**config.mk**
```make
export PLATFORM = sky130hd
export DESIGN_NAME = rx_ring_dma
export DESIGN_NICKNAME = d
export VERILOG_FILES = /design/src/rtl/rx_ring_pkg.sv /design/src/rtl/rx_ring_regs.sv /design/src/rtl/rx_ring_tmo.sv /design/src/rtl/rx_ring_fill.sv /design/src/rtl/rx_ring_dma.sv
export SDC_FILE = /design/constraint.sdc
export NUM_CORES = 1
export LEC_CHECK = 0
export ABC_AREA = 1
export BUFFER_PORTS_ARGS = -buffer_cell sky130_fd_sc_hd__clkbuf_2
export CAP_MARGIN = 0
export CORE_MARGIN = 2
export CORE_UTILIZATION = 55
export DETAILED_ROUTE_END_ITERATION = 7
export MAX_ROUTING_LAYER = met4
export PLACE_DENSITY = 0.77
export SETUP_SLACK_MARGIN = 0.1
export SLEW_MARGIN = 20
export SYNTH_ARGS = -nofsm -noshare
export SYNTH_HDL_FRONTEND = slang
export SYNTH_SLANG_ARGS = --single-unit
export TNS_END_PERCENT = 10
```
**constraint.sdc**
```tcl
create_clock -name clk_i -period 3.35 [get_ports clk_i]
set_input_delay 0 -clock clk_i [delete_from_list [all_inputs] [get_ports clk_i]]
set_output_delay 0 -clock clk_i [all_outputs]
set_load 0.02 [all_outputs]
```
**src/rtl/rx_ring_pkg.sv**
```systemverilog
package rx_ring_pkg;
  localparam int IDX_W        = 12;
  localparam int RING_LOG_MIN = 5;
  localparam int RING_LOG_MAX = 12;
  localparam int STEP_LOG     = 3;
  localparam int IDLE_BIT     = 24;

  localparam logic [1:0] ADDR_CFG  = 2'd0;
  localparam logic [1:0] ADDR_HOST = 2'd1;
  localparam logic [1:0] ADDR_STAT = 2'd2;
  localparam logic [1:0] ADDR_OVF  = 2'd3;

  typedef enum logic [1:0] {
    CH_STOP      = 2'b00,
    CH_PAUSE_EOF = 2'b01,
    CH_RUN       = 2'b10,
    CH_RSVD      = 2'b11
  } ch_mode_e;

  typedef enum logic [1:0] {
    IRQ_NONE  = 2'b00,
    IRQ_HOST  = 2'b01,
    IRQ_RSVD2 = 2'b10,
    IRQ_RSVD3 = 2'b11
  } irq_dest_e;
endpackage

```
**src/rtl/rx_ring_regs.sv**
```systemverilog
module rx_ring_regs
  import rx_ring_pkg::*;
(
  input  logic             clk_i,
  input  logic             rst_ni,
  input  logic             we_i,
  input  logic [1:0]       addr_i,
  input  logic [31:0]      wdata_i,
  output logic [31:0]      cfg_word_o,
  output ch_mode_e         mode_o,
  output logic [1:0]       buf_sel_o,
  output irq_dest_e        irq_dest_o,
  output logic [7:0]       tmo_o,
  output logic [IDX_W-1:0] ring_mask_o,
  output logic [IDX_W-1:0] host_idx_o
);
  logic [31:0]      cfg_q;
  logic [IDX_W-1:0] host_q;
  logic [IDX_W-1:0] host_new;
  logic [3:0]       ring_log;
  logic [IDX_W:0]   span;
  logic             host_ok;

  always_comb begin
    if (cfg_q[23:20] < 4'(RING_LOG_MIN))      ring_log = 4'(RING_LOG_MIN);
    else if (cfg_q[23:20] > 4'(RING_LOG_MAX)) ring_log = 4'(RING_LOG_MAX);
    else                                      ring_log = cfg_q[23:20];
    span        = (IDX_W+1)'(1) << ring_log;
    ring_mask_o = IDX_W'(span - (IDX_W+1)'(1));
  end

  assign mode_o     = ch_mode_e'(cfg_q[31:30]);
  assign buf_sel_o  = cfg_q[17:16];
  assign irq_dest_o = irq_dest_e'(cfg_q[13:12]);
  assign tmo_o      = cfg_q[11:4];
  assign cfg_word_o = cfg_q;

  assign host_new = wdata_i[IDX_W-1:0] & ring_mask_o;
  // index may only move in whole groups of eight descriptors
  assign host_ok  = host_new[STEP_LOG-1:0] == host_q[STEP_LOG-1:0];

  always_ff @(posedge clk_i or negedge rst_ni) begin
    if (!rst_ni) begin
      cfg_q  <= '0;
      host_q <= '0;
    end else if (we_i) begin
      if (addr_i == ADDR_CFG)             cfg_q  <= wdata_i;
      if (addr_i == ADDR_HOST && host_ok) host_q <= host_new;
    end
  end

  assign host_idx_o = host_q & ring_mask_o;
endmodule

```
**src/rtl/rx_ring_tmo.sv**
```systemverilog
module rx_ring_tmo #(
  parameter int TICKS_PER_UNIT = 32
) (
  input  logic       clk_i,
  input  logic       rst_ni,
  input  logic       tick_i,
  input  logic [7:0] tmo_i,
  input  logic       partial_i,
  input  logic       store_i,
  output logic       expire_o
);
  localparam int TMO_W = $clog2(255 * TICKS_PER_UNIT + 2);

  logic [TMO_W-1:0] cnt_q;
  logic [TMO_W-1:0] limit;
  logic [TMO_W-1:0] cnt_inc;

  assign limit   = TMO_W'(tmo_i) * TMO_W'(TICKS_PER_UNIT);
  assign cnt_inc = cnt_q + TMO_W'(1);

  always_ff @(posedge clk_i or negedge rst_ni) begin
    if (!rst_ni)                   cnt_q <= '0;
    else if (store_i || !partial_i) cnt_q <= '0;
    else if (tick_i)               cnt_q <= cnt_inc;
  end

  assign expire_o = partial_i && !store_i && (tmo_i != 8'd0) && tick_i && (cnt_inc >= limit);
endmodule

```
**src/rtl/rx_ring_fill.sv**
```systemverilog
module rx_ring_fill
  import rx_ring_pkg::*;
#(
  parameter int UNIT_BEATS = 1024,
  parameter int BEAT_BYTES = 4,
  parameter int OVF_W      = 16
) (
  input  logic             clk_i,
  input  logic             rst_ni,
  input  ch_mode_e         mode_i,
  input  logic [1:0]       buf_sel_i,
  input  irq_dest_e        irq_dest_i,
  input  logic [IDX_W-1:0] ring_mask_i,
  input  logic [IDX_W-1:0] host_idx_i,
  input  logic             valid_i,
  input  logic             sof_i,
  input  logic             eof_i,
  input  logic             expire_i,
  output logic             ready_o,
  output logic             store_o,
  output logic             partial_o,
  output logic [IDX_W-1:0] fill_idx_o,
  output logic             done_o,
  output logic [IDX_W-1:0] done_idx_o,
  output logic             irq_o,
  output logic [OVF_W-1:0] ovf_cnt_o
);
  localparam int BCNT_W = $clog2(4 * UNIT_BEATS + 1);
  localparam logic [OVF_W-1:0] OVF_MAX  = '1;
  localparam logic [OVF_W-1:0] OVF_STEP = OVF_W'(BEAT_BYTES);

  logic [IDX_W-1:0]  fill_q;
  logic [BCNT_W-1:0] bcnt_q;
  logic [BCNT_W-1:0] buf_beats;
  logic [OVF_W-1:0]  ovf_q;
  logic              in_frame_q;
  logic              take, free, drop, full_close, close;
  logic              done_q, irq_q;
  logic [IDX_W-1:0]  done_idx_q;

  assign buf_beats = BCNT_W'((32'(buf_sel_i) + 32'd1) * UNIT_BEATS);

  always_comb begin
    unique case (mode_i)
      CH_RUN:       ready_o = 1'b1;
      CH_PAUSE_EOF: ready_o = in_frame_q;
      default:      ready_o = 1'b0;
    endcase
  end

  assign take       = valid_i && ready_o;
  assign free       = (fill_q & ring_mask_i) != host_idx_i;
  assign store_o    = take && free;
  assign drop       = take && !free;
  assign full_close = store_o && ((bcnt_q + BCNT_W'(1)) >= buf_beats);
  assign close      = full_close || expire_i;

  always_ff @(posedge clk_i or negedge rst_ni) begin
    if (!rst_ni) begin
      fill_q     <= '0;
      bcnt_q     <= '0;
      done_q     <= 1'b0;
      done_idx_q <= '0;
      irq_q      <= 1'b0;
    end else begin
      done_q <= close;
      irq_q  <= close && (irq_dest_i == IRQ_HOST);
      if (close) begin
        done_idx_q <= fill_q & ring_mask_i;
        fill_q     <= (fill_q + IDX_W'(1)) & ring_mask_i;
        bcnt_q     <= '0;
      end else if (store_o) begin
        bcnt_q <= bcnt_q + BCNT_W'(1);
      end
    end
  end

  always_ff @(posedge clk_i or negedge rst_ni) begin
    if (!rst_ni) begin
      in_frame_q <= 1'b0;
    end else if (take) begin
      if (eof_i)      in_frame_q <= 1'b0;
      else if (sof_i) in_frame_q <= 1'b1;
    end
  end

  always_ff @(posedge clk_i or negedge rst_ni) begin
    if (!rst_ni) begin
      ovf_q <= '0;
    end else if (drop) begin
      ovf_q <= (ovf_q > OVF_MAX - OVF_STEP) ? OVF_MAX : ovf_q + OVF_STEP;
    end
  end

  assign partial_o  = bcnt_q != '0;
  assign fill_idx_o = fill_q & ring_mask_i;
  assign done_o     = done_q;
  assign done_idx_o = done_idx_q;
  assign irq_o      = irq_q;
  assign ovf_cnt_o  = ovf_q;
endmodule

```
**src/rtl/rx_ring_dma.sv**
```systemverilog
module rx_ring_dma
  import rx_ring_pkg::*;
#(
  parameter int BUF_UNIT       = 4096,
  parameter int BEAT_BYTES     = 4,
  parameter int OVF_W          = 16,
  parameter int TICKS_PER_UNIT = 32
) (
  input  logic        clk_i,
  input  logic        rst_ni,
  input  logic        reg_we_i,
  input  logic [1:0]  reg_addr_i,
  input  logic [31:0] reg_wdata_i,
  output logic [31:0] reg_rdata_o,
  input  logic        us_tick_i,
  input  logic        st_valid_i,
  input  logic        st_sof_i,
  input  logic        st_eof_i,
  output logic        st_ready_o,
  output logic        done_valid_o,
  output logic [11:0] done_idx_o,
  output logic [11:0] fill_idx_o,
  output logic        irq_o
);
  localparam int UNIT_BEATS = BUF_UNIT / BEAT_BYTES;

  logic [31:0]      cfg_word;
  ch_mode_e         mode;
  logic [1:0]       buf_sel;
  irq_dest_e        irq_dest;
  logic [7:0]       tmo;
  logic [IDX_W-1:0] ring_mask;
  logic [IDX_W-1:0] host_idx;
  logic             store, partial, expire;
  logic [OVF_W-1:0] ovf_cnt;

  rx_ring_regs i_regs (
    .clk_i      (clk_i),
    .rst_ni     (rst_ni),
    .we_i       (reg_we_i),
    .addr_i     (reg_addr_i),
    .wdata_i    (reg_wdata_i),
    .cfg_word_o (cfg_word),
    .mode_o     (mode),
    .buf_sel_o  (buf_sel),
    .irq_dest_o (irq_dest),
    .tmo_o      (tmo),
    .ring_mask_o(ring_mask),
    .host_idx_o (host_idx)
  );

  rx_ring_tmo #(.TICKS_PER_UNIT(TICKS_PER_UNIT)) i_tmo (
    .clk_i    (clk_i),
    .rst_ni   (rst_ni),
    .tick_i   (us_tick_i),
    .tmo_i    (tmo),
    .partial_i(partial),
    .store_i  (store),
    .expire_o (expire)
  );

  rx_ring_fill #(
    .UNIT_BEATS(UNIT_BEATS),
    .BEAT_BYTES(BEAT_BYTES),
    .OVF_W     (OVF_W)
  ) i_fill (
    .clk_i      (clk_i),
    .rst_ni     (rst_ni),
    .mode_i     (mode),
    .buf_sel_i  (buf_sel),
    .irq_dest_i (irq_dest),
    .ring_mask_i(ring_mask),
    .host_idx_i (host_idx),
    .valid_i    (st_valid_i),
    .sof_i      (st_sof_i),
    .eof_i      (st_eof_i),
    .expire_i   (expire),
    .ready_o    (st_ready_o),
    .store_o    (store),
    .partial_o  (partial),
    .fill_idx_o (fill_idx_o),
    .done_o     (done_valid_o),
    .done_idx_o (done_idx_o),
    .irq_o      (irq_o),
    .ovf_cnt_o  (ovf_cnt)
  );

  always_comb begin
    reg_rdata_o = '0;
    unique case (reg_addr_i)
      ADDR_CFG:  reg_rdata_o = cfg_word;
      ADDR_HOST: reg_rdata_o[IDX_W-1:0] = host_idx;
      ADDR_STAT: begin
        reg_rdata_o[IDX_W-1:0] = fill_idx_o;
        reg_rdata_o[IDLE_BIT]  = !st_ready_o;
      end
      default:   reg_rdata_o = 32'(ovf_cnt);
    endcase
  end
endmodule

```
After elaboration in Yosys (flattened, before gate mapping). Index checks and enable logic that the tools add are counted.

Register bits after elaboration: 113. Output and inout bits: 59. Logic and storage cells: 73.

$add $sub $neg: 6. Order comparisons: 5. Eq/ne operators: 7. Shift-type cells: 1. Mux-type cells: 14. Bitwise gates (word level): 4. Reduce and logical (&&, ||, !) cells: 26.

Operators by type and width (count): $mux 13 (4); $and 12x12->12 (4); $pmux 12 s3 (1); $add 13x1->13 const B (2); $ge 13x13->1 (2); $pmux 12 s2 (1); $add 16x3->16 const B (1); $gt 16x16->1 const B (1); $mux 16 (1); $reduce_bool 13->1 (1); $add 12x1->12 const B (1); $ne 12x12->1 (1); $shl 1x4->12 const A (1); $sub 12x1->12 const B (1); $logic_and 1x1->1 (10); $mux 4 (2); $reduce_bool 8->1 (1); $mux 7 (1); $eq 2x1->1 const B (3); $reduce_and 2->1 (3); $reduce_bool 2->1 (3); $eq 2x2->1 const B (2); $gt 4x4->1 const B (1); $logic_not 1->1 (4); other kinds (8) (11).

Logic depth before layout (Yosys ltp). Gate-level depths: netlist of run 1.

Depth after elaboration: 15. Depth in mapped cells: 19. Depth with buffers taken out: 18.

By module. A second synthesis of run 1 with hierarchy kept.

Cell total of the unflattened synthesis: 1019. Area total of the unflattened synthesis: 7475.9 um^2.

By module, submodules not included: rx_ring_fill (times used 1, cells each 526, area each 3659.8 um^2, seq. area each 1376.3 um^2); rx_ring_regs (times used 1, cells each 222, area each 2159.6 um^2, seq. area each 1101.1 um^2); rx_ring_tmo (times used 1, cells each 153, area each 1071.0 um^2, seq. area each 325.3 um^2); rx_ring_dma (times used 1, cells each 118, area each 585.6 um^2, seq. area each 0.0 um^2).

Worst setup path before layout of run 1. OpenSTA, ideal clock, no wires.

Kind: flip-flop to flip-flop. From: register i_fill.bcnt_q[1]. To: register i_fill.done_idx_q[8], in the netlist i_fill.done_idx_o[8]. Data arrival time: 2436 ps. Path slack: 797 ps. Cell stages (with the launch flop): 20. Path buffers: 2. Clock period less this slack: 2553 ps. Path through: dfrtp_1 > ha_1 > nand3_1 > inv_1 > nand2_1 > inv_1 > nand4_1 > xor2_1 > ha_1 > nand4_1 > nor2_1 > nand3_1 > nor2_1 > nand4_1 > nand2_1 > nand3_2 > buf_4 > buf_6 > nand3_1 > nand2_1.

Word-level cells in the longest chain between the ends: 6. Elaborated cells between the ends (all ways): 9. Classes of those cells: 1 x add/sub; 1 x order compare; 7 x reduce/logical.

RTL lines: start, declared (RTL line rx_ring_fill.sv:33) `logic [BCNT_W-1:0] bcnt_q;`; start signal, assigned (RTL line rx_ring_fill.sv:73) `bcnt_q <= bcnt_q + BCNT_W'(1);`; parallel branches: the longest is 5 deep, another holds $add 13x1->13; $logic_or 1x1->1 * (RTL line rx_ring_fill.sv:56) `assign close = full_close || expire_i;`; end signal, assigned (RTL line rx_ring_fill.sv:69) `done_idx_q <= fill_q & ring_mask_i;`; end, declared (RTL line rx_ring_fill.sv:39) `logic [IDX_W-1:0] done_idx_q;`.

Every way passes the cells marked *. A chain may end at the register's enable or synchronous reset.

Worst setup path in the final report of run 1.
From: register i_fill.bcnt_q[1]. To: register i_fill.bcnt_q[1].

Word-level cells in the longest chain between the ends: 7. Elaborated cells between the ends (all ways): 12. Classes of those cells: 1 x add/sub; 1 x order compare; 2 x mux; 8 x reduce/logical.

RTL lines: parallel branches: the longest is 7 deep, another holds $add 13x1->13.

Several ways; the timed one is not identified. The select of a mux whose other input is x is not followed.

==> Implementation_results.wiki, run 1 <==
{| class="wikitable"
! Metric !! Value
|-
| Post-detailed-placement cell area || just over 7000 sq um
|-
| YS warnings || 0
|-
| Fraction of power consumed by sequential logic || ~43%
|-
| Pwr dens || about 550 nW/um^2
|-
| Number of enable-type register cells in the synthesized netlist || 0
|-
| Net switching power figure || roughly 1.7 mW
|-
| Number of buffers inserted to repair setup after CTS || 0
|-
| Arr. time, crit path || between 3 and 4 ns
|-
| Fraction of the cycle the final worst path needs || around nine tenths
|-
| I/O pin count || 100
|-
| Capturing element of the worst setup path || i_fill.bcnt_q[1]$_DFFE_PN0P_
|-
| Global-route wire length before repair || 28900 um
|-
| Maximum number of pins on one net before global-route repair || 64
|-
| Clock latency on the worst-skew pair || around 0.36 ns
|-
| Top flip-flop cell by instance count after synthesis || dfrtp_1
|-
| Number of synthesized register bits || between 100 and 150
|-
| Vias in the first global route || just under 6000
|-
| Max Fanout on Critical Path || 38
|-
| Post-detailed-route DRC marker count || 0
|-
| Clock sink count || around 110
|-
| Post-route clock skew || about 0.010 ns
|-
| Shortest clock period the worst path allows after layout || between 2 and 3 ns
|-
| Actual transition at the worst max-transition pin || 0.835 ns
|-
| Count of cell types in the netlist || 36
|-
| Final worst slack || 0.361 ns
|-
| Final-report max-slew violation count || 0
|-
| Clock power share || 25.2%
|-
| Final net count || between 1000 and 1500
|-
| Most frequent cells in the layout || nand2_1 (202), dfrtp_1 (112), inv_1 (107), nor2_1 (99), clkbuf_2 (98)
|-
| Dpl ws || 0.432 ns
|-
| Hold Violations, Final || 0
|-
| Largest area contributor in the synthesized netlist || dfrtp_1
|-
| Die ar. || 13200 sq um
|-
| Worst max-slew margin expressed relative to the limit || about 44%
|-
| Most frequent standard cell in the layout excluding fill and tap cells || nand2_1
|-
| Worst r2r dst || i_fill.bcnt_q[1]$_DFFE_PN0P_
|-
| Busiest grt layer || met2
|-
| Cell internal power dissipation || between 2 and 3 mW
|-
| Synthesized netlist cell count || between 800 and 900
|-
| Inserted Diodes || 0
|-
| Required time of the worst setup path || about 3.7 ns
|-
| Wire length after detailed routing || ~18000 um
|-
| Cell at the root of the clock tree || clkbuf_16
|-
| Type of origin of the critical path || flip-flop
|-
| Area of the multi-input gates || 3320 sq um
|-
| Max-cap check violation count || 0
|-
| R2R setup slack || between 0.3 and 0.4 ns
|-
| Switching portion of total power || approximately two fifths
|-
| H-Tree Level Count || 3
|-
| Hold crit path type || in -> reg
|-
| Launching point of the worst reg2reg path || i_fill.bcnt_q[1]$_DFFE_PN0P_
|-
| Origin of the worst setup path || i_fill.bcnt_q[1]$_DFFE_PN0P_
|-
| Number of antenna violations at the first check in global routing || 0
|-
| Weighted congestion reported at the end of routability-driven placement || roughly 0.95
|-
| Total global-route track usage || between 20 and 30%
|-
| Worst setup path class || reg -> reg
|-
| Avg WL per Cell || about 15 um
|-
| Layout overhead on the synthesized area || 17.6%
|-
| Netlist Area Pre-Place || 6740 sq um
|-
| Top-area cell type share of the netlist area || 41.6%
|-
| Number of search-and-repair iterations in the first detailed-routing pass || 5
|-
| Deepest clock path buffer count || 2
|-
| Worst-case reg-to-reg path depth || 16
|-
| Post-detailed-route via-to-cell ratio || around 5.4
|-
| Post-Route Setup TNS || 0 ns
|-
| Initial cell density of the core || 56.1%
|-
| Sequential fraction of the synthesis area || roughly 42%
|-
| Core Region || 12000 sq um
|-
| Run status || completed
|-
| TritonCTS clock tree || done
|-
| Count of input and output buffers || 99
|-
| Chip width || 115 um
|-
| Clk slew on worst S/H paths || roughly 0.070 ns
|-
| Number of placement rows || 40
|-
| Number of design-rule violations left by the first detailed-router iteration || roughly 510
|-
| Count of vias placed by the detailed router || 6298
|-
| Met2 Usage GRT || 43.4%
|-
| Proportion of synthesized flip-flops having asynchronous set or reset || 100%
|-
| Average footprint of a synthesized cell || about 7.5 sq um
|-
| Grt total ovfl || 0
|-
| RSZ-0062 raised after global routing || false
|-
| CP endpoint kind || flip-flop
|-
| Die height || 115 um
|-
| GRT met1 Usage || between 30% and 40%
|-
| Final HPWL DP || about 12000 um
|-
| Number of nets with antenna violations after routing || 0
|-
| Number of buffers created by CTS || 9
|-
| Number of setup violations in the final report || 0
|-
| Met3 track utilization from global routing || 6.56%
|-
| Largest cells by area after synthesis || dfrtp_1 (42%), nand2_1 (11%), nand3_1 (6.5%), inv_1 (6.0%), nor2_1 (5.5%)
|-
| Number of inserted filler cells in the final layout || between 1000 and 1500
|-
| Static Leakage || 4.15 nW
|-
| Logic gate share of total power || between 30% and 40%
|-
| IR Drop Worst-Case VDD || around 0.00037 V
|-
| Final standard cell area without fillers || ~7900 sq um
|-
| Combined flip-flop and latch cell area || around 2800 sq um
|-
| Fmax || 335 MHz
|-
| Share of final-layout standard cells stronger than drive strength 1 || between 10% and 20%
|}
==> worst max-delay path: stages, from the launching register on <==
cell	delay [ns]
dfrtp_1	0.44
ha_1	0.21
nand3_1	0.11
inv_1	0.11
nand2_1	0.09
inv_1	0.07
nand4_1	0.09
xor2_1	0.18
ha_1	0.34
nand2_1	0.08
nor2_1	0.04
a211oi_1	0.27
nand2_1	0.13
nand3_2	0.11
buf_4	0.41
nand3_1	0.15
nand2_1	0.10
==> sequential cells by signal (all words and copies together), names as in the netlist <==
| name | flops |
|---|---|
| i_tmo.cnt_q | 13 |
| i_fill.bcnt_q | 13 |
| i_regs.cfg_word_o | 32 |
| i_fill.done_idx_o | 12 |
| i_fill.irq_o | 1 |
| i_fill.done_o | 1 |
| i_fill.ovf_cnt_o | 15 |
| i_fill.in_frame_q | 1 |
| i_fill.fill_q | 12 |
| i_regs.host_q | 12 |
==> worst min path at each step <==
stage	slack, ns	cells after the start	start	end
after global placement	0.13	1	rst_ni	i_regs.cfg_word_o[15]$_DFFE_PN0P_
after global routing	0.04	3	reg_we_i	i_regs.cfg_word_o[0]$_DFFE_PN0P_
after CTS	0.03	3	reg_we_i	i_regs.cfg_word_o[1]$_DFFE_PN0P_
final	0.04	3	reg_we_i	i_regs.cfg_word_o[0]$_DFFE_PN0P_
after detailed placement	0.13	1	rst_ni	i_regs.cfg_word_o[15]$_DFFE_PN0P_
after floorplan	-0.30	0	rst_ni	i_fill.bcnt_q[0]$_DFFE_PN0P_
==> cell usage after synthesis (2+ instances only) <==
library cell	count
nand2_1	203
dfrtp_1	112
inv_1	107
nor2_1	99
nand3_1	88
o21ai_0	60
a21oi_1	42
xor2_1	38
ha_1	23
clkbuf_1	22
nand4_1	13
nor3_1	12
mux2_2	8
nor4_1	8
o2111ai_1	8
buf_2	5
buf_4	5
buf_6	5
nand2_2	5
nand3b_1	5
xnor2_1	5
nand3_2	3
nor2_2	3
clkbuf_2	2
clkinv_1	2
nor3_2	2
o22ai_1	2
==> layout make-up <==
type	instances	area share [%]
Clock inverter	6	0.852
Multi-Input combinational cell	635	41.9
Inverter	110	5.24
Sequential cell	112	35.3
Timing Repair Buffer	142	11.5
Tap cell	147	2.32
Clock buffer	10	2.89
==> per-layer routing <==
metal  vias up  part of all wire [%]
met1      2923                    44
li1       3101                     -
met5         -                     0
met3        40                   7.3
met4         0                   2.4
met2       234                    46
==> through the flow <==
stage	util [%]	power [mW]	hold WS, ns	std cells
final	66.0	4.35	0.0428	1162
after global routing	66.0	4.63	0.0448	1162
after CTS	65.9	4.35	0.0318	1162
after detailed placement	60.6	3.19	0.132	1111
after global placement	60.6	3.17	0.127	1111
after floorplan	-	2.81	-0.296	897
==> cell families (layout without fill, tap and decap cells) <==
family                     after synthesis  in the layout  synth area share, %
and+or+nand+nor                        444            444                 28.7
buffers and inverters                  150            268                 9.35
AOI/OAI and AO/OA                      115            115                 9.15
DFF                                    112            112                 41.6
xor gates and xnor gates                43             43                 5.59
adders and majority gates               23             23                 4.27
muxes                                    8              8                 1.34
other                                    1              2               0.0556
==> what timing repair did <==
item                       4_1_cts  5_1_grt
setup endpoints to repair        0       23
resized for setup                0        2
hold buffers                    35        0
hold endpoints to repair       103        0
==> power by group through the flow <==
stage          registers [mW]  logic (mW)  clock network (mW)
3_3_place_gp             1.87        1.31                   0
3_5_place_dp             1.87        1.32                   0
4_1_cts                  1.85        1.38                1.11
6_report                 1.86        1.39                1.10
2_1_floorplan            1.81        1.00                   0
5_1_grt                  1.90        1.57                1.16
Power figures use the tool's default switching activity.
==> run 2, diff against run 1 <==
--- a/config.mk
+++ b/config.mk
@@ -8,11 +8,11 @@
 export ABC_AREA = 1
 export BUFFER_PORTS_ARGS = -buffer_cell sky130_fd_sc_hd__clkbuf_2
 export CAP_MARGIN = 0
-export CORE_MARGIN = 2
 export CORE_UTILIZATION = 55
 export DETAILED_ROUTE_END_ITERATION = 7
 export MAX_ROUTING_LAYER = met4
-export PLACE_DENSITY = 0.77
+export PLACE_DENSITY = 0.75
+export RECOVER_POWER = 100
 export SETUP_SLACK_MARGIN = 0.1
 export SLEW_MARGIN = 20
 export SYNTH_ARGS = -nofsm -noshare
==> Implementation_results.wiki, run 2 (synthesized netlist as in run 1, its figures left out) <==
{| class="wikitable"
! Metric !! Value
|-
| Worst hold start || st_valid_i
|-
| H-Tree Level Count || 3 (unchanged)
|-
| Met3 track utilization from global routing || 6.21% (-0.35 points)
|-
| CP endpoint kind || flip-flop
|-
| Static Leakage || 3.95 nW (-4.9%)
|-
| Total power draw || 4.34 mW (-0.20%)
|-
| Cell at the root of the clock tree || clkbuf_16
|-
| Hold Violations, Final || 0 (unchanged)
|-
| Cell depth of the worst hold path || 4 (+1)
|-
| Number of design-rule violations left by the first detailed-router iteration || 510 (+0.79%)
|-
| Max Fanout on Critical Path || 28 (-26%)
|-
| Run status || complete, but fails checks
|-
| Number of flip-flops in the largest register || 32 (unchanged)
|-
| Number of buffers created by CTS || 9 (unchanged)
|-
| Avg WL per Cell || 15.3 um (+1.4%)
|-
| Violations in the final reports || capacitance limit, slew limit
|-
| Die height || 113 um (-1.7%)
|-
| Shortest clock period the worst path allows after layout || 3.02 ns (+0.0321 ns)
|-
| Die ar. || 12700 sq um (-3.5%)
|-
| Worst r2r dst || i_fill.fill_q[8]$_DFFE_PN0P_
|-
| Worst max-slew margin expressed relative to the limit || -23.6% (-68 points)
|-
| Weighted congestion reported at the end of routability-driven placement || 0.917 (-3.8%)
|-
| Hold Path End || i_fill.ovf_cnt_o[8]$_DFFE_PN0P_
|-
| I/O pin count || 100 (unchanged)
|-
| Required time of the worst setup path || 3.65 ns (about the same)
|-
| Hold crit path type || in -> reg
|-
| Launching point of the worst reg2reg path || i_regs.cfg_word_o[23]$_DFFE_PN0P_
|-
| Count of input and output buffers || 99 (unchanged)
|-
| Vias in the first global route || 5873 (+0.43%)
|-
| Chip width || 113 um (-1.7%)
|-
| Core Region || 12000 sq um (-0.42%)
|-
| Met2 Usage GRT || 46.6% (+3.2 points)
|-
| Final HPWL DP || 12300 um (+0.90%)
|-
| Wire length after detailed routing || 17800 um (+1.5%)
|-
| Initial cell density of the core || 56.4% (+0.23 points)
|-
| Post-Route Setup TNS || 0 ns (unchanged)
|-
| Clock sink count || 112 (unchanged)
|-
| Deepest clock path buffer count || 2 (unchanged)
|-
| Most frequent cells in the layout || nand2_1 (206), dfrtp_1 (112), inv_1 (107), nor2_1 (99), nand3_1 (90)
|-
| Actual transition at the worst max-transition pin || 1.85 ns (+1.02 ns)
|-
| Worst setup path class || reg -> reg
|-
| Count of vias placed by the detailed router || 6327 (+0.46%)
|-
| Clk slew on worst S/H paths || 0.08 ns (about the same)
|-
| Inserted Diodes || 0 (unchanged)
|-
| Post-detailed-route via-to-cell ratio || 5.44 (+0.37%)
|-
| RSZ-0062 raised after global routing || false
|-
| TritonCTS clock tree || done
|-
| Total global-route track usage || 30.5% (+1.9 points)
|-
| Pwr dens || 555 nW/um^2 (+1.1%)
|-
| Fmax || 331 MHz (-1.1%)
|-
| Worst-case reg-to-reg path depth || 13 (-3)
|-
| IR Drop Worst-Case VDD || 0.000492 V (+34%)
|-
| Share of final-layout standard cells stronger than drive strength 1 || 8.07% (-6.5 points)
|-
| Maximum number of pins on one net before global-route repair || 62 (-3.1%)
|-
| GRT met1 Usage || 41.3% (+2.4 points)
|-
| Most frequent standard cell in the layout excluding fill and tap cells || nand2_1
|-
| Fraction of the cycle the final worst path needs || 90.2% (+0.96 points)
|-
| Placed Instances || 1112 (+0.090%)
|-
| Global-route wire length before repair || 29400 um (+1.8%)
|-
| Number of placement rows || 40 (unchanged)
|-
| Busiest grt layer || met2
|-
| Post-Layout Cell Count || 1163 (+0.086%)
|-
| Final-report max-slew violation count || 45 (+45)
|-
| Number of nets with antenna violations after routing || 0 (unchanged)
|-
| Max-cap check violation count || 2 (+2)
|-
| Post-detailed-route DRC marker count || 0 (unchanged)
|-
| R2R setup slack || 0.33 ns (-0.03 ns)
|-
| Number of search-and-repair iterations in the first detailed-routing pass || 5 (unchanged)
|-
| Number of antenna violations at the first check in global routing || 0 (unchanged)
|-
| Arr. time, crit path || 3.32 ns (+0.04 ns)
|-
| Number of setup violations in the final report || 0 (unchanged)
|-
| Final net count || 1075 (+0.093%)
|-
| Clock latency on the worst-skew pair || 0.36 ns (about the same)
|-
| Type of origin of the critical path || flip-flop
|-
| Post-route clock skew || 0.0124 ns (+0.00201 ns)
|-
| Layout overhead on the synthesized area || 16.1%
|-
| Grt total ovfl || 0 (unchanged)
|}
run 2: cell count changes in the layout (fill, tap and decap cells not counted), moves of 3 or more:
cell,before,now
nand2_2,5,1
nand2_1,202,206
buf_4,8,5
clkbuf_2,98,42
clkbuf_1,1,62
run 2: cell type report:
cell class,count,area [sq um]
clock buffers,10,229
repair buffers,143,827
multi-input cells,635,3300
well taps,147,184
inverters,110,414
clock inverters,6,68.8
flip-flops and latches,112,2800
fillers,1064,4140
run 2: report_power, final:
| part | switching, mW | leakage (nW) | internal (mW) | total, mW |
|---|---|---|---|---|
| combinational | 0.896 | 2.40 | 0.471 | 1.37 |
| sequential | 0.259 | 1.40 | 1.60 | 1.86 |
| clock | 0.523 | 0.148 | 0.587 | 1.11 |
run 2: per-stage QoR:
step | cell area, sq um | setup slack [ns] | utilization [%] | hold slack [ns]
after floorplan | 6750 | 0.797 | - | -0.296
after global placement | 7290 | 0.521 | 61.0 | 0.0834
after detailed placement | 7290 | 0.412 | 61.0 | 0.0858
after CTS | 7940 | 0.331 | 66.4 | 0.0603
after global routing | 7830 | 0.0947 | 65.4 | 0.122
final | 7830 | 0.329 | 65.4 | 0.0845
run 2: how the worst max path moves through the flow:
stage	start	end	slack, ns
4_1_cts	i_fill.bcnt_q[1]$_DFFE_PN0P_	i_fill.done_idx_o[10]$_DFFE_PN0P_	0.33
2_1_floorplan	i_fill.bcnt_q[1]$_DFFE_PN0P_	i_fill.done_idx_o[8]$_DFFE_PN0P_	0.80
3_5_place_dp	i_fill.bcnt_q[1]$_DFFE_PN0P_	i_fill.done_idx_o[10]$_DFFE_PN0P_	0.41
5_1_grt	i_regs.cfg_word_o[23]$_DFFE_PN0P_	i_fill.done_idx_o[10]$_DFFE_PN0P_	0.09
6_report	i_regs.cfg_word_o[23]$_DFFE_PN0P_	i_fill.fill_q[8]$_DFFE_PN0P_	0.33
3_3_place_gp	i_fill.bcnt_q[1]$_DFFE_PN0P_	i_fill.fill_q[5]$_DFFE_PN0P_	0.52
run 2: routing by layer:
metal | up-vias | routed length [um]
li1 | 3111 | -
met1 | 2939 | 7940
met2 | 240 | 8130
met3 | 37 | 1290
met4 | 0 | 401
met5 | - | 0
run 2: worst max-delay path, stage by stage, from the launching register on:
cell and delay, ns:
dfrtp_1 0.58, clkinvlp_2 0.43, nand2_1 0.28, nand3_1 0.19, a21oi_1 0.16, nand2_1 0.07, nand2_1 0.05, nor2_1 0.04
nand2_1 0.23, nand2_4 0.20, nand3_2 0.15, buf_4 0.33, nand3_1 0.13, nand2_1 0.09
run 2: repair_timing:
item / 4_1_cts / 5_1_grt
setup endpoints to repair: 0 / 22
endpoints found under the hold margin: 93 / 0
buffers inserted: 0 / 0
gates resized for setup: 0 / 1
hold buffers: 35 / 0
==> run 3, diff against run 2 <==
--- a/config.mk
+++ b/config.mk
@@ -13,6 +13,7 @@
 export MAX_ROUTING_LAYER = met4
 export PLACE_DENSITY = 0.75
 export RECOVER_POWER = 100
+export REMOVE_ABC_BUFFERS = 1
 export SETUP_SLACK_MARGIN = 0.1
 export SLEW_MARGIN = 20
 export SYNTH_ARGS = -nofsm -noshare
==> Implementation_results.wiki, run 3 (synthesized netlist as in run 1, its figures left out) <==
{| class="wikitable"
! Metric !! Value
|-
| Fmax || 334 MHz (+0.83%)
|-
| Hold Violations, Final || 0 (unchanged)
|-
| R2R setup slack || 0.35 ns (+0.02 ns)
|-
| Number of buffers inserted to repair setup after CTS || 0 (unchanged)
|-
| Met2 WL post-DR || 7960 um (-2.2%)
|-
| Worst setup path class || reg -> reg
|-
| Most frequent cells in the layout || nand2_1 (204), dfrtp_1 (112), inv_1 (107), nor2_1 (99), nand3_1 (90)
|-
| Total global-route track usage || 29.8% (-0.77 points)
|-
| Number of design-rule violations left by the first detailed-router iteration || 411 (-19%)
|-
| Launching point of the worst reg2reg path || i_fill.bcnt_q[1]$_DFFE_PN0P_
|-
| Origin of the worst setup path || i_fill.bcnt_q[1]$_DFFE_PN0P_
|-
| Most frequent standard cell in the layout excluding fill and tap cells || nand2_1
|-
| Required time of the worst setup path || 3.60 ns (-0.05 ns)
|-
| Final-report max-slew violation count || 128 (+180%)
|-
| Layout overhead on the synthesized area || 16.2%
|-
| Number of buffers created by CTS || 9 (unchanged)
|-
| Arr. time, crit path || 3.25 ns (-0.07 ns)
|-
| Wire length after detailed routing || 17200 um (-3.2%)
|-
| Actual transition at the worst max-transition pin || 1.97 ns (+0.118 ns)
|-
| Max Fanout on Critical Path || 38 (+36%)
|-
| TritonCTS clock tree || done
|-
| Number of flip-flops in the largest register || 32 (unchanged)
|-
| Shortest clock period the worst path allows after layout || 3.00 ns (-0.0249 ns)
|-
| Area of the multi-input gates || 3300 sq um (unchanged)
|-
| Worst max-slew margin expressed relative to the limit || -31.8% (-8.2 points)
|-
| Post-route clock skew || 0.00892 ns (-0.00348 ns)
|-
| Maximum number of pins on one net before global-route repair || 71 (+15%)
|-
| Cell at the root of the clock tree || clkbuf_16
|-
| Static Leakage || 3.95 nW (+0.14%)
|-
| Worst r2r dst || i_fill.fill_q[4]$_DFFE_PN0P_
|-
| Weighted congestion reported at the end of routability-driven placement || 0.907 (-1.1%)
|-
| Number of placement rows || 40 (unchanged)
|-
| Fraction of the cycle the final worst path needs || 89.4% (-0.74 points)
|-
| Final net count || 1074 (-0.093%)
|-
| Capturing element of the worst setup path || i_fill.fill_q[4]$_DFFE_PN0P_
|-
| Count of vias placed by the detailed router || 6261 (-1.0%)
|-
| Number of nets with antenna violations after routing || 0 (unchanged)
|-
| Final HPWL DP || 11800 um (-4.2%)
|-
| Core Region || 12000 sq um (unchanged)
|-
| Global-route wire length before repair || 28900 um (-1.8%)
|-
| Deepest clock path buffer count || 2 (unchanged)
|-
| Highest signal layer in the routed design || met4
|-
| Clock sink count || 112 (unchanged)
|-
| Initial cell density of the core || 56.4% (unchanged)
|-
| Post-detailed-route via-to-cell ratio || 5.39 (-0.96%)
|-
| Avg WL per Cell || 14.8 um (-3.1%)
|-
| Max-cap check violation count || 2 (unchanged)
|-
| Run status || complete, but fails checks
|-
| Worst-case reg-to-reg path depth || 18 (+5)
|-
| Die ar. || 12700 sq um (unchanged)
|-
| Combined flip-flop and latch cell area || 2800 sq um (unchanged)
|-
| Hold Slack || 0.0887 ns (+0.00419 ns)
|-
| Dpl ws || 0.314 ns (-0.0987 ns)
|-
| Share of final-layout standard cells stronger than drive strength 1 || 8.37% (+0.30 points)
|-
| Number of search-and-repair iterations in the first detailed-routing pass || 5 (unchanged)
|-
| IR Drop Worst-Case VDD || 0.000318 V (-35%)
|-
| Grt total ovfl || 0 (unchanged)
|-
| Type of origin of the critical path || flip-flop
|-
| Chip width || 113 um (unchanged)
|-
| Clock latency on the worst-skew pair || 0.36 ns (about the same)
|-
| CP endpoint kind || flip-flop
|-
| Met1 layer wirelength in the final routing || 7830 um (-1.4%)
|-
| Final cell utilization of the core || 65.5% (+0.094 points)
|-
| Final worst slack || 0.354 ns (+0.0249 ns)
|-
| H-Tree Level Count || 3 (unchanged)
|-
| Hold crit path type || in -> reg
|-
| Count of input and output buffers || 99 (unchanged)
|-
| RSZ-0062 raised after global routing || false
|-
| Vias in the first global route || 5772 (-1.7%)
|-
| Number of antenna violations at the first check in global routing || 0 (unchanged)
|-
| Pwr dens || 550 nW/um^2 (-0.84%)
|-
| Number of setup violations in the final report || 0 (unchanged)
|-
| Post-detailed-route DRC marker count || 0 (unchanged)
|-
| Met3 routed WL || 964 um (-25%)
|-
| I/O pin count || 100 (unchanged)
|-
| Number of inserted filler cells in the final layout || 1067 (+0.28%)
|-
| Post-Route Setup TNS || 0 ns (unchanged)
|-
| Inserted Diodes || 0 (unchanged)
|-
| Clk slew on worst S/H paths || 0.07 ns (about the same)
|-
| Violations in the final reports || capacitance limit, slew limit
|-
| Die height || 113 um (unchanged)
|}
-- run 3: changes by cell type in the layout (fill, tap and decap cells not counted) --
| cell | previous run | this run |
|---|---|---|
| clkinv_4 | 2 | 1 |
| nor2_4 | 1 | 0 |
| nand2_2 | 1 | 3 |
| clkinvlp_4 | 0 | 1 |
| nor2_2 | 3 | 4 |
| clkbuf_1 | 62 | 60 |
| clkbuf_8 | 0 | 1 |
| nand2_1 | 206 | 204 |
| clkbuf_2 | 42 | 41 |
| inv_8 | 1 | 0 |
| buf_6 | 0 | 2 |
-- run 3: stage by stage --
stage                     power (mW)  area (sq um)  instances
after floorplan                 2.78          6530        857
after global placement          3.18          7290       1111
final                           4.31          7840       1162
after detailed placement        3.20          7290       1111
after global routing            4.61          7840       1162
after CTS                       4.35          7940       1162
-- run 3: layout make-up --
type	instances	share of cell area, %
Multi-Input combinational cell	635	42.1
Sequential cell	112	35.8
Timing Repair Buffer	142	10.7
Inverter	110	5.29
Clock buffer	11	3.10
Tap cell	147	2.35
Clock inverter	5	0.719
-- run 3: per-layer routing --
| metal | up-vias | global-route usage (%) |
|---|---|---|
| met2 | 189 | 44.9 |
| li1 | 3117 | - |
| met4 | 0 | 9.60 |
| met1 | 2922 | 40.6 |
| met3 | 33 | 5.78 |
| met5 | - | - |
-- run 3: how the worst min path moves through the flow --
stage | start | to | slack, ns | cells after the start
6_report | us_tick_i | i_tmo.cnt_q[1]$_DFFE_PN0P_ | 0.09 | 3
5_1_grt | st_valid_i | i_fill.ovf_cnt_o[8]$_DFFE_PN0P_ | 0.12 | 4
4_1_cts | us_tick_i | i_tmo.cnt_q[1]$_DFFE_PN0P_ | 0.08 | 3
3_5_place_dp | rst_ni | i_fill.ovf_cnt_o[2]$_DFFE_PN0P_ | 0.19 | 1
3_3_place_gp | rst_ni | i_fill.ovf_cnt_o[2]$_DFFE_PN0P_ | 0.20 | 1
2_1_floorplan | rst_ni | i_fill.bcnt_q[0]$_DFFE_PN0P_ | -0.30 | 0
-- run 3: timing repair --
action	4_1_cts	5_1_grt
resized for setup	0	3
hold buffers	35	0
endpoints found under the hold margin	111	0
setup endpoints to repair	0	25
-- run 3: where the power goes --
part / leakage (nW) / internal, mW / total (mW) / switching (mW)
clock network: 0.145 / 0.600 / 1.10 / 0.499
logic: 2.41 / 0.473 / 1.35 / 0.872
registers: 1.40 / 1.60 / 1.87 / 0.261
total: 3.95 / 2.68 / 4.31 / 1.63
-- run 3: worst max-delay path, stage by stage (launching register included) --
cell     delay, ns
dfrtp_1       0.44
ha_1          0.23
nand3_1       0.11
inv_1         0.12
nand2_1       0.10
inv_1         0.08
nand4_1       0.09
xor2_1        0.18
ha_1          0.33
nand4_1       0.11
nor2_1        0.14
nand3_1       0.08
nor2_1        0.12
nand4_1       0.09
nand2_1       0.08
nand3_1       0.14
buf_6         0.25
nand3_1       0.13
nand2_1       0.05
